**config.mk**
```make
export PLATFORM = sky130hd
export DESIGN_NAME = cw_datapath
export DESIGN_NICKNAME = d
export VERILOG_FILES = /design/src/rtl/cw_datapath.sv
export SDC_FILE = /design/constraint.sdc
export NUM_CORES = 1
export LEC_CHECK = 0
export BUFFER_PORTS_ARGS = -buffer_cell sky130_fd_sc_hd__buf_2
export CAP_MARGIN = 10
export CORE_ASPECT_RATIO = 0.8
export CORE_UTILIZATION = 55
export DETAILED_ROUTE_END_ITERATION = 10
export GPL_TIMING_DRIVEN = 1
export PLACE_DENSITY = 0.76
export RECOVER_POWER = 50
export SETUP_SLACK_MARGIN = 0.5
export SLEW_MARGIN = 0
export SYNTH_ARGS = -nofsm -noshare
export SYNTH_HDL_FRONTEND = slang
export SYNTH_SLANG_ARGS = --single-unit
```
**constraint.sdc**
```tcl
create_clock -name clk -period 9.8 [get_ports clk]
set_input_delay 0.49 -clock clk [delete_from_list [all_inputs] [get_ports clk]]
set_output_delay 0.49 -clock clk [all_outputs]
set_load 0.005 [all_outputs]
```
**src/rtl/cw_datapath.sv**
```systemverilog
module cw_datapath #(
  parameter int WIDTH = 8,
  parameter int NREG  = 8
) (
  input  logic             clk,
  input  logic             rst,
  input  logic [15:0]      ctrl_word,
  input  logic [WIDTH-1:0] const_in,
  input  logic [WIDTH-1:0] data_in,
  output logic [WIDTH-1:0] addr_out,
  output logic [WIDTH-1:0] data_out,
  output logic             flag_v,
  output logic             flag_c,
  output logic             flag_n,
  output logic             flag_z
);
  localparam int AW = $clog2(NREG);
  localparam int CW = 3 * AW + 7;

  logic [NREG-1:0][WIDTH-1:0] rf;

  wire [AW-1:0] dst_i = ctrl_word[CW-1 -: AW];
  wire [AW-1:0] a_i   = ctrl_word[CW-1-AW -: AW];
  wire [AW-1:0] b_i   = ctrl_word[CW-1-2*AW -: AW];
  wire          b_src = ctrl_word[6];
  wire [3:0]    fcode = ctrl_word[5:2];
  wire          w_src = ctrl_word[1];
  wire          w_en  = ctrl_word[0];

  wire [WIDTH-1:0] bus_a = rf[a_i];
  wire [WIDTH-1:0] bus_b = b_src ? const_in : rf[b_i];

  logic [WIDTH-1:0] y_in;
  always_comb begin
    case (fcode[2:1])
      2'b00:   y_in = '0;
      2'b01:   y_in = bus_b;
      2'b10:   y_in = ~bus_b;
      default: y_in = '1;
    endcase
  end

  wire [WIDTH:0] sum = {1'b0, bus_a} + {1'b0, y_in} + {{WIDTH{1'b0}}, fcode[0]};
  wire ovf = (bus_a[WIDTH-1] == y_in[WIDTH-1]) && (sum[WIDTH-1] != bus_a[WIDTH-1]);

  logic [WIDTH-1:0] logic_res;
  always_comb begin
    case (fcode[1:0])
      2'b00:   logic_res = bus_a & bus_b;
      2'b01:   logic_res = bus_a | bus_b;
      2'b10:   logic_res = bus_a ^ bus_b;
      default: logic_res = ~bus_a;
    endcase
  end

  logic [WIDTH-1:0] shift_res;
  always_comb begin
    case (fcode[1:0])
      2'b01:   shift_res = {1'b0, bus_b[WIDTH-1:1]};
      2'b10:   shift_res = {bus_b[WIDTH-2:0], 1'b0};
      default: shift_res = bus_b;
    endcase
  end

  wire sel_shift = fcode[3] & fcode[2];
  wire [WIDTH-1:0] result = sel_shift ? shift_res : (fcode[3] ? logic_res : sum[WIDTH-1:0]);
  wire [WIDTH-1:0] wdata  = w_src ? data_in : result;

  always_ff @(posedge clk) begin
    if (rst)       rf <= '0;
    else if (w_en) rf[dst_i] <= wdata;
  end

  assign addr_out = bus_a;
  assign data_out = bus_b;
  assign flag_c   = ~fcode[3] & sum[WIDTH];
  assign flag_v   = ~fcode[3] & ovf;
  assign flag_n   = result[WIDTH-1];
  assign flag_z   = ~|result;

  assert_clear_R1: assert property (@(posedge clk) rst |=> rf == '0);
  assert_write_R5: assert property (@(posedge clk) disable iff (rst)
    w_en |=> rf[$past(dst_i)] == $past(wdata));
  assert_hold_R6: assert property (@(posedge clk) disable iff (rst)
    !w_en |=> $stable(rf));
  assert_zn_R10: assert property (@(posedge clk) disable iff (rst)
    flag_z |-> !flag_n);
  assert_passnocarry_R11: assert property (@(posedge clk) disable iff (rst)
    (fcode == 4'b0000) |-> (!flag_c && !flag_v && addr_out == (flag_z ? '0 : addr_out)));
endmodule

```
==> metrics.md <==
| Metric | Value |
|---|---|
| Root Driver | clkbuf_8 |
| Top Ports | 54 |
| Share of layout cells above drive strength 1 | between 20% and 30% |
| Max Cap Violations | 0 |
| Mapped cell area | 4850 um2 |
| H-tree Lvls | 3 |
| Cell taking the most area after synthesis | dfxtp_1 |
| Skew-Pair Late Insertion Delay | 350 ps |
| Core Area | 8520 um2 |
| Final Max Slew Viols | 0 |
| Rows | 30 |
| Tcrit/Tclk final | between 50% and 60% |
| Ys async rst share | 0% |
| Num CTS Buffers | 9 |
| Diode count | 0 |
| Number of flops mapped to enable cells by yosys | 0 |
| Final setup violation count | 0 |
| Drt pass-1 iters | 5 |
| Max reg flops | 64 |
| Clock sink count | 64 |
| Slew at the pin closest to its max-slew limit | 1220 ps |
| Die area | just over 9000 um2 |
| Worst path max stage delay | 870 ps |
| Met1 WL | 6.11 mm |
| Routed wire length | 14.1 mm |
| WS Path Type | input pin to output pin |
| Period minus WS final | roughly 5700 ps |
| Chain of cells forming the critical path | clkbuf_1, mux4_2, mux2_1, mux2i_1, o21ai_0, fa_1, a211oi_1, o21bai_1, a2111oi_0, nor3_1, xnor2_1, o21ai_1, nor4_2, buf_2 |
| Largest net degree at the start of global routing | 69 |
| Mapped Nets | 579 |
| Pleak | 2.02 nW |
| Hold Crit Depth | 2 |
| Nets | 607 |
| Worst hold endpoint | rf[31] |
| Top Layer Used | met4 |
| Routed len/inst | 21.4 um |
| Post-Synthesis Cells | around 520 |
| Initial antenna violation count | 0 |
| RR Startpoint | rf[56] |
| Fillers | 747 |
| Largest regs | rf: 64 flops |
| # Post-CTS Setup Buffers | 0 |
| DR iter-0 viols | 574 |
| Routed vias/inst | between 6 and 7 |
| CTS clk-pin slew, worst paths | around 60 ps |
| Via count | 4383 |
| Worst Path Arrival | 5200 ps |
| Layout area overhead | 7.02% |
| RSZ-0062 raised after global routing | no |
| Slew headroom | ~19% |
| Post-Layout Inst Area | roughly 5200 um2 |
| DR WL met3 | 1.52 mm |
| Die W | ~110 um |
| CTS max path bufs | 2 |
| CTS Hold Bufs | 0 |
| Worst VDD drop | 0.123 mV |
| Startpoint types | input pin |
| Final Wtd Congestion | 0.984 |
| Top cells by area, synth | dfxtp_1, mux4_2, ha_1, a211oi_1, nor2_1 |
| Synth top area share | 26.4% |
| Gr usage total | 32.3% |
| Drc violations | 0 |
| Seq/Total Area, Yosys | a little over a quarter |
| Critical Path End Type | output pin |
| Final WS setup | just over 4000 ps |
| HP Start | rf[31] |
| Library cells used by synthesis | 60 |
| Met2 Routed Length | 6.19 mm |
| Clock skew | between 7 and 8 ps |
| Prevailing post-synth register cell | dfxtp_1 |
| Final hold violation count | 0 |
| Setup_tns | 0 ps |
| Post-Layout Cell Count | between 600 and 700 |
| Starting density of the core | 56.9% |
| CTS tree | yes |
| P per Cell Area | ~130 nW/um2 |
| Outcome | complete, no violations |
| Synth warn | 0 |
| Seq cells post-synth | 64 |
| Most flop-heavy register | rf |
| Dpl cell area | slightly above 5000 um2 |
| Data required, critical path | approximately 9300 ps |
| Post-CTS Resized | 0 |
| FF-to-FF End | rf[46] |
| First-pass GRT wire length | 22.4 mm |
| Min-Delay Path Class | register to register |
| Average cell area after synthesis | 9.39 um2 |
| Slowest-stage cell, CP | clkbuf_1 |
| Fmax | 0.176 GHz |
| GRT overflow | 0 |
| Placement Setup Slack | between 4000 and 5000 ps |
| Die Y-Extent | 86.0 um |
| Reg2Reg Depth | 13 |
| Port buffer count | 53 |
| Reg2Reg Setup Slack | 5460 ps |
| Post-DRT Antenna Nets | 0 |
| Vias in the first global route | 4167 |
| HPWL Detailed | 10.3 mm |
| Max FO, Critical Path | 14 |
| Inst Count DP | 645 |
==> power by group <==
part / internal (W) / total, W / leakage [nW] / switching (W)
combinational: 0.0000619 / 0.000162 / 1.39 / 0.0000997
clock: 0.000141 / 0.000240 / 0.103 / 0.0000991
sequential: 0.000269 / 0.000275 / 0.520 / 0.00000660
total: 0.000472 / 0.000677 / 2.02 / 0.000205
==> area by class of cell <==
cell class                 instances  area, um2  share of cell area (%)
multi-input combinational        390       3200                    61.7
sequential                        64       1280                    24.7
inverter                          23       86.3                    1.66
clock inverter                     4       70.1                    1.35
clock buffer                      11        131                    2.53
tap                              112        140                    2.70
timing repair buffer              56        279                    5.38
==> worst max-delay path: cells and delay by family <==
| family | cells | cell delay (ps) |
|---|---|---|
| adder cells (fa/ha/maj) | 1 | 460 |
| AO/OA/AOI/OAI | 5 | 1190 |
| AND/OR/NAND/NOR | 2 | 460 |
| multiplexers | 3 | 1340 |
| XOR/XNOR | 1 | 230 |
| buffers and inverters | 2 | 1020 |
==> kinds of logic (layout without fill, tap and decap cells) <==
group / Yosys count / in the layout / synth area share (%)
DFF: 64 / 64 / 26.4
buffers and inverters: 62 / 94 / 5.81
adders and majority gates: 29 / 29 / 7.80
and+or+nand+nor: 144 / 144 / 13.9
AOI/OAI and AO/OA: 151 / 151 / 22.7
xor gates and xnor gates: 7 / 7 / 1.26
muxes: 59 / 59 / 22.1
==> metrics by stage <==
step           power, W  hold slack (ps)  util [%]
2_1_floorplan  0.000399              463         -
3_3_place_gp   0.000438              479      59.6
3_5_place_dp   0.000443              491      59.6
6_report       0.000677              512      60.9
5_1_grt        0.000708              539      60.9
4_1_cts        0.000682              503      62.0
==> layout by cell type (no fill, tap or decap), types with 4 or more instances in the layout <==
master	instances
nor2_1	68
dfxtp_1	64
buf_2	46
a211oi_1	43
mux4_2	32
nand2_1	28
ha_1	27
o21ai_0	24
inv_1	22
a21oi_1	18
nand3b_1	17
mux2i_1	16
a22oi_1	14
o21ai_1	10
clkbuf_8	9
clkbuf_1	9
xnor2_1	7
nand3_1	7
mux2_1	6
a311oi_1	6
nor3_1	5
o211ai_1	5
nand2b_1	5
nor2b_1	4
==> Yosys cell counts, drive strengths merged (2+ instances only) <==
library cell,instances
o22ai,2
buf,11
a22oi,15
nor2,68
inv,23
mux2i,18
a211oi,43
o21ai,36
a31oi,3
nand3,7
ha,27
a21o,3
or3,2
a211o,2
nand2b,5
a311oi,8
a21oi,19
fa,2
mux4,32
a221oi,3
nand3b,17
o2111ai,2
mux2,9
nand2,28
o21a,2
dfxtp,64
nor3,5
clkbuf,28
nor2b,4
o21bai,3
xnor2,7
o211ai,5
and2,3
==> how the worst max path moves through the flow <==
stage                      start     end  slack (ps)  cells after the start
global route        ctrl_word[8]  flag_z        3790                     14
finish              ctrl_word[8]  flag_z        4110                     14
detailed placement  ctrl_word[8]  flag_z        4890                     14
floorplan           ctrl_word[8]  flag_z        5570                     15
CTS                 ctrl_word[8]  flag_z        4870                     14
global placement    ctrl_word[8]  flag_z        5000                     14
==> metal layers <==
| layer | vias up | GRT usage [%] |
|---|---|---|
| met5 | - | 0 |
| met4 | 0 | 9.96 |
| met3 | 34 | 10.9 |
| met2 | 259 | 47.7 |
| met1 | 2099 | 44.5 |
| li1 | 1991 | - |
Power figures use the tool's default switching activity.
